`src/rtl/led_pgen_pkg.sv`:
```
package led_pgen_pkg;

    typedef enum logic [1:0] {
        PG_IDLE = 2'd0,
        PG_ON   = 2'd1,
        PG_OFF  = 2'd2,
        PG_ZERO = 2'd3
    } pg_state_e;

endpackage

```
`src/rtl/led_pgen_step.sv`:
```
module led_pgen_step #(
    parameter int COARSE_DIV = 125
) (
    input  logic clk,
    input  logic rst_n,
    input  logic tick_i,
    input  logic coarse_i,
    input  logic clear_i,
    output logic step_o
);

    localparam int DW = (COARSE_DIV > 1) ? $clog2(COARSE_DIV) : 1;

    generate
        if (COARSE_DIV > 1) begin : g_div
            logic [DW-1:0] dcnt_q;
            logic          wrap;

            assign wrap   = (dcnt_q == DW'(COARSE_DIV - 1));
            assign step_o = coarse_i ? (tick_i && wrap) : tick_i;

            always_ff @(posedge clk or negedge rst_n) begin
                if (!rst_n) begin
                    dcnt_q <= '0;
                end else if (clear_i) begin
                    dcnt_q <= '0;
                end else if (tick_i) begin
                    dcnt_q <= wrap ? '0 : dcnt_q + DW'(1);
                end
            end

            AST_COARSE_CNT_RANGE: assert property (@(posedge clk) disable iff (!rst_n)
                dcnt_q <= DW'(COARSE_DIV - 1));
        end else begin : g_pass
            logic unused_ctl;
            assign unused_ctl = coarse_i ^ clear_i;
            assign step_o     = tick_i;
        end
    endgenerate

    AST_STEP_NEEDS_TICK: assert property (@(posedge clk) disable iff (!rst_n)
        step_o |-> tick_i);

endmodule

```
`src/rtl/led_pgen_core.sv`:
```
module led_pgen_core
    import led_pgen_pkg::*;
#(
    parameter int CNT_W = 8
) (
    input  logic             clk,
    input  logic             rst_n,
    input  logic             en_i,
    input  logic             inv_i,
    input  logic             coarse_i,
    input  logic [CNT_W-1:0] period_i,
    input  logic [CNT_W-1:0] on_i,
    input  logic             step_i,
    output logic             coarse_q_o,
    output logic             clear_o,
    output logic             pulse_o
);

    pg_state_e          state_q, state_d;
    logic [CNT_W-1:0]   pos_q, pos_d;
    logic [CNT_W-1:0]   per_q, on_q;
    logic               crs_q;
    logic               load;
    logic               last;
    logic [CNT_W:0]     pos_inc;

    function automatic pg_state_e pick_entry(input logic [CNT_W-1:0] p,
                                             input logic [CNT_W-1:0] t);
        if (p == '0)      return PG_ZERO;
        else if (t == '0) return PG_OFF;
        else              return PG_ON;
    endfunction

    assign last    = (pos_q == per_q - CNT_W'(1));
    assign pos_inc = {1'b0, pos_q} + (CNT_W+1)'(1);

    // next-state and transition logic
    always_comb begin
        state_d = state_q;
        pos_d   = pos_q;
        load    = 1'b0;
        unique case (state_q)
            PG_IDLE: begin
                if (en_i) begin                    // START
                    load    = 1'b1;
                    pos_d   = '0;
                    state_d = pick_entry(period_i, on_i);
                end
            end
            PG_ON, PG_OFF: begin
                if (!en_i) begin                   // STOP
                    state_d = PG_IDLE;
                    pos_d   = '0;
                end else if (step_i) begin
                    if (last) begin                // WRAP
                        load    = 1'b1;
                        pos_d   = '0;
                        state_d = pick_entry(period_i, on_i);
                    end else begin                 // EXPIRE or stay
                        pos_d   = pos_inc[CNT_W-1:0];
                        state_d = (pos_inc < {1'b0, on_q}) ? PG_ON : PG_OFF;
                    end
                end
            end
            PG_ZERO: begin
                if (!en_i) begin                   // STOP
                    state_d = PG_IDLE;
                    pos_d   = '0;
                end else if (step_i) begin         // RELOAD
                    load    = 1'b1;
                    pos_d   = '0;
                    state_d = pick_entry(period_i, on_i);
                end
            end
            default: begin
                state_d = PG_IDLE;
                pos_d   = '0;
            end
        endcase
    end

    // state register
    always_ff @(posedge clk or negedge rst_n) begin
        if (!rst_n) begin
            state_q <= PG_IDLE;
            pos_q   <= '0;
            per_q   <= '0;
            on_q    <= '0;
            crs_q   <= 1'b0;
        end else begin
            state_q <= state_d;
            pos_q   <= pos_d;
            if (load) begin
                per_q <= period_i;
                on_q  <= on_i;
                crs_q <= coarse_i;
            end
        end
    end

    // outputs
    always_comb begin
        pulse_o    = (state_q == PG_ON) ^ inv_i;
        clear_o    = (state_q == PG_IDLE) || load || !en_i;
        coarse_q_o = crs_q;
    end

    AST_ON_BELOW_LIMIT: assert property (@(posedge clk) disable iff (!rst_n)
        (state_q == PG_ON) |-> (pos_q < on_q));
    AST_OFF_PAST_LIMIT: assert property (@(posedge clk) disable iff (!rst_n)
        (state_q == PG_OFF) |-> (pos_q >= on_q));
    AST_POS_IN_PERIOD: assert property (@(posedge clk) disable iff (!rst_n)
        (state_q == PG_ON || state_q == PG_OFF) |-> (pos_q < per_q));
    AST_ZERO_HOLDS_LOW: assert property (@(posedge clk) disable iff (!rst_n)
        (state_q == PG_ZERO) |-> (per_q == '0 && pulse_o == inv_i));
    AST_STOP_INACTIVE: assert property (@(posedge clk) disable iff (!rst_n)
        !en_i |=> (state_q == PG_IDLE && pulse_o == inv_i && pos_q == '0));
    AST_START_ACTIVE: assert property (@(posedge clk) disable iff (!rst_n)
        (state_q == PG_IDLE && en_i && period_i != '0 && on_i != '0) |=> (state_q == PG_ON));
    AST_CFG_HELD: assert property (@(posedge clk) disable iff (!rst_n)
        (state_q != PG_IDLE && !load) |=> ($stable(per_q) && $stable(on_q) && $stable(crs_q)));
    AST_FULL_ON_STAYS: assert property (@(posedge clk) disable iff (!rst_n)
        (state_q == PG_ON && en_i && on_q >= per_q && !(step_i && last)) |=> (state_q == PG_ON));

endmodule

```
`src/rtl/led_pgen_chan.sv`:
```
module led_pgen_chan #(
    parameter int CNT_W      = 8,
    parameter int COARSE_DIV = 125
) (
    input  logic             clk,
    input  logic             rst_n,
    input  logic             tick_i,
    input  logic             en_i,
    input  logic             inv_i,
    input  logic             coarse_i,
    input  logic [CNT_W-1:0] period_i,
    input  logic [CNT_W-1:0] on_i,
    output logic             pulse_o
);

    logic step;
    logic coarse_q;
    logic clear;

    led_pgen_step #(
        .COARSE_DIV (COARSE_DIV)
    ) u_step (
        .clk      (clk),
        .rst_n    (rst_n),
        .tick_i   (tick_i),
        .coarse_i (coarse_q),
        .clear_i  (clear),
        .step_o   (step)
    );

    led_pgen_core #(
        .CNT_W (CNT_W)
    ) u_core (
        .clk        (clk),
        .rst_n      (rst_n),
        .en_i       (en_i),
        .inv_i      (inv_i),
        .coarse_i   (coarse_i),
        .period_i   (period_i),
        .on_i       (on_i),
        .step_i     (step),
        .coarse_q_o (coarse_q),
        .clear_o    (clear),
        .pulse_o    (pulse_o)
    );

endmodule

```
`src/rtl/led_pgen_pair.sv`:
```
module led_pgen_pair #(
    parameter int CHANNELS   = 2,
    parameter int CNT_W      = 8,
    parameter int COARSE_DIV = 125
) (
    input  logic                      clk,
    input  logic                      rst_n,
    input  logic                      tick_ms,
    input  logic [CHANNELS-1:0]       gen_en,
    input  logic [CHANNELS-1:0]       gen_inv,
    input  logic [CHANNELS-1:0]       gen_coarse,
    input  logic [CHANNELS*CNT_W-1:0] gen_period,
    input  logic [CHANNELS*CNT_W-1:0] gen_on,
    output logic [CHANNELS-1:0]       gen_out
);

    generate
        for (genvar i = 0; i < CHANNELS; i++) begin : g_ch
            led_pgen_chan #(
                .CNT_W      (CNT_W),
                .COARSE_DIV (COARSE_DIV)
            ) u_chan (
                .clk      (clk),
                .rst_n    (rst_n),
                .tick_i   (tick_ms),
                .en_i     (gen_en[i]),
                .inv_i    (gen_inv[i]),
                .coarse_i (gen_coarse[i]),
                .period_i (gen_period[i*CNT_W +: CNT_W]),
                .on_i     (gen_on[i*CNT_W +: CNT_W]),
                .pulse_o  (gen_out[i])
            );
        end
    endgenerate

endmodule

```
`config.mk`:
```
export PLATFORM = sky130hd
export DESIGN_NAME = led_pgen_pair
export DESIGN_NICKNAME = d
export VERILOG_FILES = /design/src/rtl/led_pgen_pkg.sv /design/src/rtl/led_pgen_step.sv /design/src/rtl/led_pgen_core.sv /design/src/rtl/led_pgen_chan.sv /design/src/rtl/led_pgen_pair.sv
export SDC_FILE = /design/constraint.sdc
export NUM_CORES = 1
export LEC_CHECK = 0
export BUFFER_PORTS_ARGS = -buffer_cell sky130_fd_sc_hd__buf_2
export CAP_MARGIN = 10
export CELL_PAD_IN_SITES_DETAIL_PLACEMENT = 1
export CELL_PAD_IN_SITES_GLOBAL_PLACEMENT = 2
export CORE_ASPECT_RATIO = 1.25
export CORE_MARGIN = 2
export CORE_UTILIZATION = 25
export DETAILED_ROUTE_END_ITERATION = 10
export MAX_ROUTING_LAYER = met4
export PLACE_DENSITY_LB_ADDON = 0.3
export SKIP_CTS_REPAIR_TIMING = 1
export SYNTH_ARGS = -nofsm -noshare
export SYNTH_HDL_FRONTEND = slang
export SYNTH_HIERARCHICAL = 1
export SYNTH_SLANG_ARGS = --single-unit
```
`constraint.sdc`:
```
create_clock -name clk -period 3 [get_ports clk]
set_input_delay 0.6 -clock clk [delete_from_list [all_inputs] [get_ports clk]]
set_output_delay 0.6 -clock clk [all_outputs]
set_load 0.01 [all_outputs]
```
==> impl_summary.log <==
INFO  metric outcome = finished clean
INFO  metric fin_crit_sh = 98.4%
INFO  metric area_fraction_in_compound_gates_after_synthesis = 17.1%
INFO  metric holdCritPathClass = input pin to async pin
INFO  metric power_frac_clock = between 20 and 30%
INFO  metric clkLatencyLatePin = 0.35 ns
INFO  metric layout_setup_ws = roughly 0.047 ns
INFO  metric timing.final.setup_violations = 0
INFO  metric syn_nets = 493
INFO  metric pre_cts_slack = -0.0858 ns
INFO  metric finalWeightedCongestion = 0.824
INFO  metric arrival = between 3 and 4 ns
INFO  metric top_area_cell_type_share_of_the_netlist_area = roughly two fifths
INFO  metric grt_overflow_total = 0
INFO  metric final.fill_count = about 2000
INFO  metric layout.nets = about 560
INFO  metric clock_path_buffers = 2
INFO  metric crit_path_start_kind = flop
INFO  metric routed_wirelength = around 12000 um
INFO  metric power.density = 783 nW/um^2
INFO  metric design.die.area = between 15000 and 20000 um^2
INFO  metric critPathRequiredTime = 3.25 ns
INFO  metric max_stage_delay = between 0.5 and 0.6 ns
INFO  metric finClkSkew = 0.00779 ns
INFO  metric critPathMaxFanout = 3
INFO  metric postSynthCellCount = 424
INFO  metric most_used_dff_post_synth = dfrtp_1
INFO  metric main_combinational_cell_family_by_area_after_synthesis = compound AO/OA/AOI/OAI gates
INFO  metric fin_worst_hold_slack = between 0.3 and 0.4 ns
INFO  metric post_drt_via_cell_ratio = just under 5
INFO  metric seq_area_frac_synth = 38.1%
INFO  metric finish.cell_count_without_fillers = 719
INFO  metric cell_leakage_power = 2.49 nW
INFO  metric yosys_warnings = 6
INFO  metric num_vias = 3558
INFO  metric max_cap_violations = 0
INFO  metric max_freq = 339 MHz
INFO  metric ir_drop = 304 uV
INFO  metric io_pins = 43
INFO  metric ant_nets = 0
INFO  metric cts_inserted_buffers = 9
INFO  metric seq_power_share = 32.6%
INFO  metric maximum_number_of_pins_on_one_net_before_global_route_repair = 36
INFO  metric route.detailed.drc = 0
INFO  metric clock_sink_count = 68
INFO  metric cts-root-buf = clkbuf_16
INFO  metric timing_hold_violations_final = 0
INFO  metric area_of_all_placed_cells_without_fillers = 5460 um^2
INFO  metric number_of_synthesized_register_bits = 68
INFO  metric start_util = 25.5%
INFO  metric grt_pass1_vias = 3992
INFO  metric place_hpwl = 9500 um
INFO  metric critPathSlowestCell = or4b_4
INFO  metric worstMarginPinSlew = 0.860 ns
INFO  metric post_synth.cell_area_avg = 10.5 um^2
INFO  metric antenna_violations_before_repair = 1
INFO  metric synthSimpleGateAreaFrac = 15.5%
INFO  metric power.switching = between 1 and 1.5 mW
INFO  metric areaGrowthSynthToFinish = 22.3%
INFO  metric first_iter_violations = 77
INFO  metric timing.critical_path.buf_inv = 1
INFO  metric drive_gt1_share = about a quarter
INFO  metric synth_area = roughly 4500 um^2
INFO  metric setup_tns_final = 0 ns
INFO  metric core_footprint = 17500 um^2
INFO  metric path_class = flop to flop
INFO  metric finalPower = 4.28 mW
INFO  metric tritoncts = yes
INFO  metric routedWlPerCell = 17.1 um
INFO  metric critical-path-top-delay-family = simple AND/OR/NAND/NOR gates
INFO  metric synthTopCellsByArea = dfrtp_1 (38%), ha_1 (7.9%), mux2_4 (6.7%)
INFO  metric synthArstFlopShare = 100%
INFO  metric synthMuxAreaShare = 10.7%
INFO  metric die_h = 153 um
INFO  metric place.port_buffers = 42
INFO  metric setup_repair_after_global_routing_missed_its_margin = true
INFO  metric utilization = 31.2%
INFO  metric post_synth_fa_ha_maj_area_fraction = 7.85%
INFO  metric post-route-min-period = around 3.0 ns
INFO  metric power_switching_share = 35.0%
INFO  metric drt_pass1_iterations = 4
INFO  metric slew_headroom = 42.7%
INFO  metric p_comb_share = 41.8%
INFO  metric synth_edf_count = 0
INFO  metric width_of_the_chip = 123 um
INFO  metric cells_along_the_critical_path = inv_1 > ha_2 > or3b_4 > a211o_1 > or4b_4 > nor3_4 > o21ai_1 > nand3b_1 > o211ai_1 > or3_1 > a221oi_2
INFO  metric ctsHtreeMaxLevel = 3
INFO  metric grt_first_pass_wirelength = 20400 um
INFO  metric placement_rows = 54
INFO  metric clkTransAtPathRegs = roughly 0.060 ns
INFO  metric synth_cell_types = 52
INFO  metric critPathCaptureType = flop
INFO  metric p_int = around 2.8 mW
INFO  metric placed_cells = 699
INFO  metric detailed_place.area = 5110 um^2
INFO  metric synthDominantAreaCellType = dfrtp_1
INFO  metric global_route.usage.total = 14.4%
INFO  metric final_max_slew_violation_count = 0
INFO  metric post_synth_xor_area_fraction = 6.67%
synth_stat cells (3+ instances only):
cell and instances:
o21ai_0 10, a41oi_1 4, inv_1 29, a211o_1 3, dfrtp_1 68, o211ai_1 6
xnor2_1 16, nand2_1 16, mux2_1 14, and2_1 4, nor2_1 15, o21ai_1 6
a21o_1 6, ha_1 28, nand2b_1 16, and3_1 6, a211oi_1 8, clkbuf_1 10
nand3_1 14, nor4_1 12, o2111ai_1 4, o31ai_1 6, a21oi_1 16, a22o_1 8
or3_1 8, a221oi_2 4, or4_1 4, xor2_1 18, mux2_4 20
power groups by stage:
stage | clock, mW | combinational (mW) | sequential (mW)
final | 1.09 | 1.79 | 1.39
after global routing | 1.17 | 1.98 | 1.44
after CTS | 1.14 | 1.80 | 1.40
after detailed placement | 0 | 1.78 | 1.42
after global placement | 0 | 1.72 | 1.41
after floorplan | 0 | 1.21 | 1.39
layer usage:
layer  vias up  wire (um)  share of wire, %  track usage, %
met2        51       6600                54            24.8
met5         -          0                 0               -
met1      1776       4980                41            15.7
met3        25        328               2.7            2.69
met4         0        386               3.1            6.93
li1       1706          -                 -               -
cells by family (layout without fill, tap and decap cells):
group	after synthesis	in the layout
compound gates	102	102
mux	36	36
simple gates	113	113
xor+xnor	34	34
fa+ha+maj	28	28
other cells	0	1
buf+inv	43	113
flops	68	68
layout by cell type, fill, tap and decap left out, types with 3 or more instances in the layout:
cell and count:
buf_2 42, o21ai_1 6, buf_4 23, mux2_4 20, mux2_1 14, nand2b_1 16, clkbuf_16 9, a221oi_2 3
nor2_1 15, nand2_1 16, a21o_1 6, nor4_1 12, o211ai_1 6, and2_1 4, dfrtp_1 68, a41oi_1 4
a211oi_1 7, xnor2_1 16, nand3_1 14, ha_1 26, or3_1 8, a21oi_1 16, a22o_1 8, o2111ai_1 3
inv_1 29, o31ai_1 6, or4_1 4, and3_1 6, xor2_1 18, o21ai_0 10, a211o_1 3
cell type report:
class	instances	area (um^2)	area share [%]
clock inverters	4	47.5	0.871
multi-input cells	313	2630	48.1
clock buffers	12	256	4.70
flip-flops and latches	68	1700	31.2
diodes	1	2.50	0.0459
repair buffers	68	434	7.96
well taps	224	280	5.14
inverters	29	109	1.99
path summary, 6_finish.rpt:
kind | start | endpoint | slack [ns] | depth (start not counted)
worst max-delay path | g_ch[1].u_chan/u_core/per_q[0] | g_ch[1].u_chan/u_step/g_div.dcnt_q[5] | 0.05 | 11
worst min-delay path | rst_n | g_ch[1].u_chan/u_core/on_q[7] | 0.37 | 1
worst max register to register | g_ch[1].u_chan/u_core/per_q[0] | g_ch[1].u_chan/u_step/g_div.dcnt_q[5] | 0.05 | 11
worst min register to register | g_ch[1].u_chan/u_core/coarse_q_o | g_ch[1].u_chan/u_core/coarse_q_o | 0.49 | 1
max in group asynchronous | rst_n | g_ch[0].u_chan/u_core/coarse_q_o | 1.95 | 2
min in group clk | gen_coarse[0] | g_ch[0].u_chan/u_core/coarse_q_o | 0.48 | 2
registers in the layout, indices dropped and copies added (netlist names):
name                             flops
g_ch.u_chan/u_core/per_q            16
g_ch.u_chan/u_core/state_q           4
g_ch.u_chan/u_core/pos_q            16
g_ch.u_chan/u_core/coarse_q_o        2
g_ch.u_chan/u_step/g_div.dcnt_q     14
g_ch.u_chan/u_core/on_q             16
(Power assumes the default switching activity.)
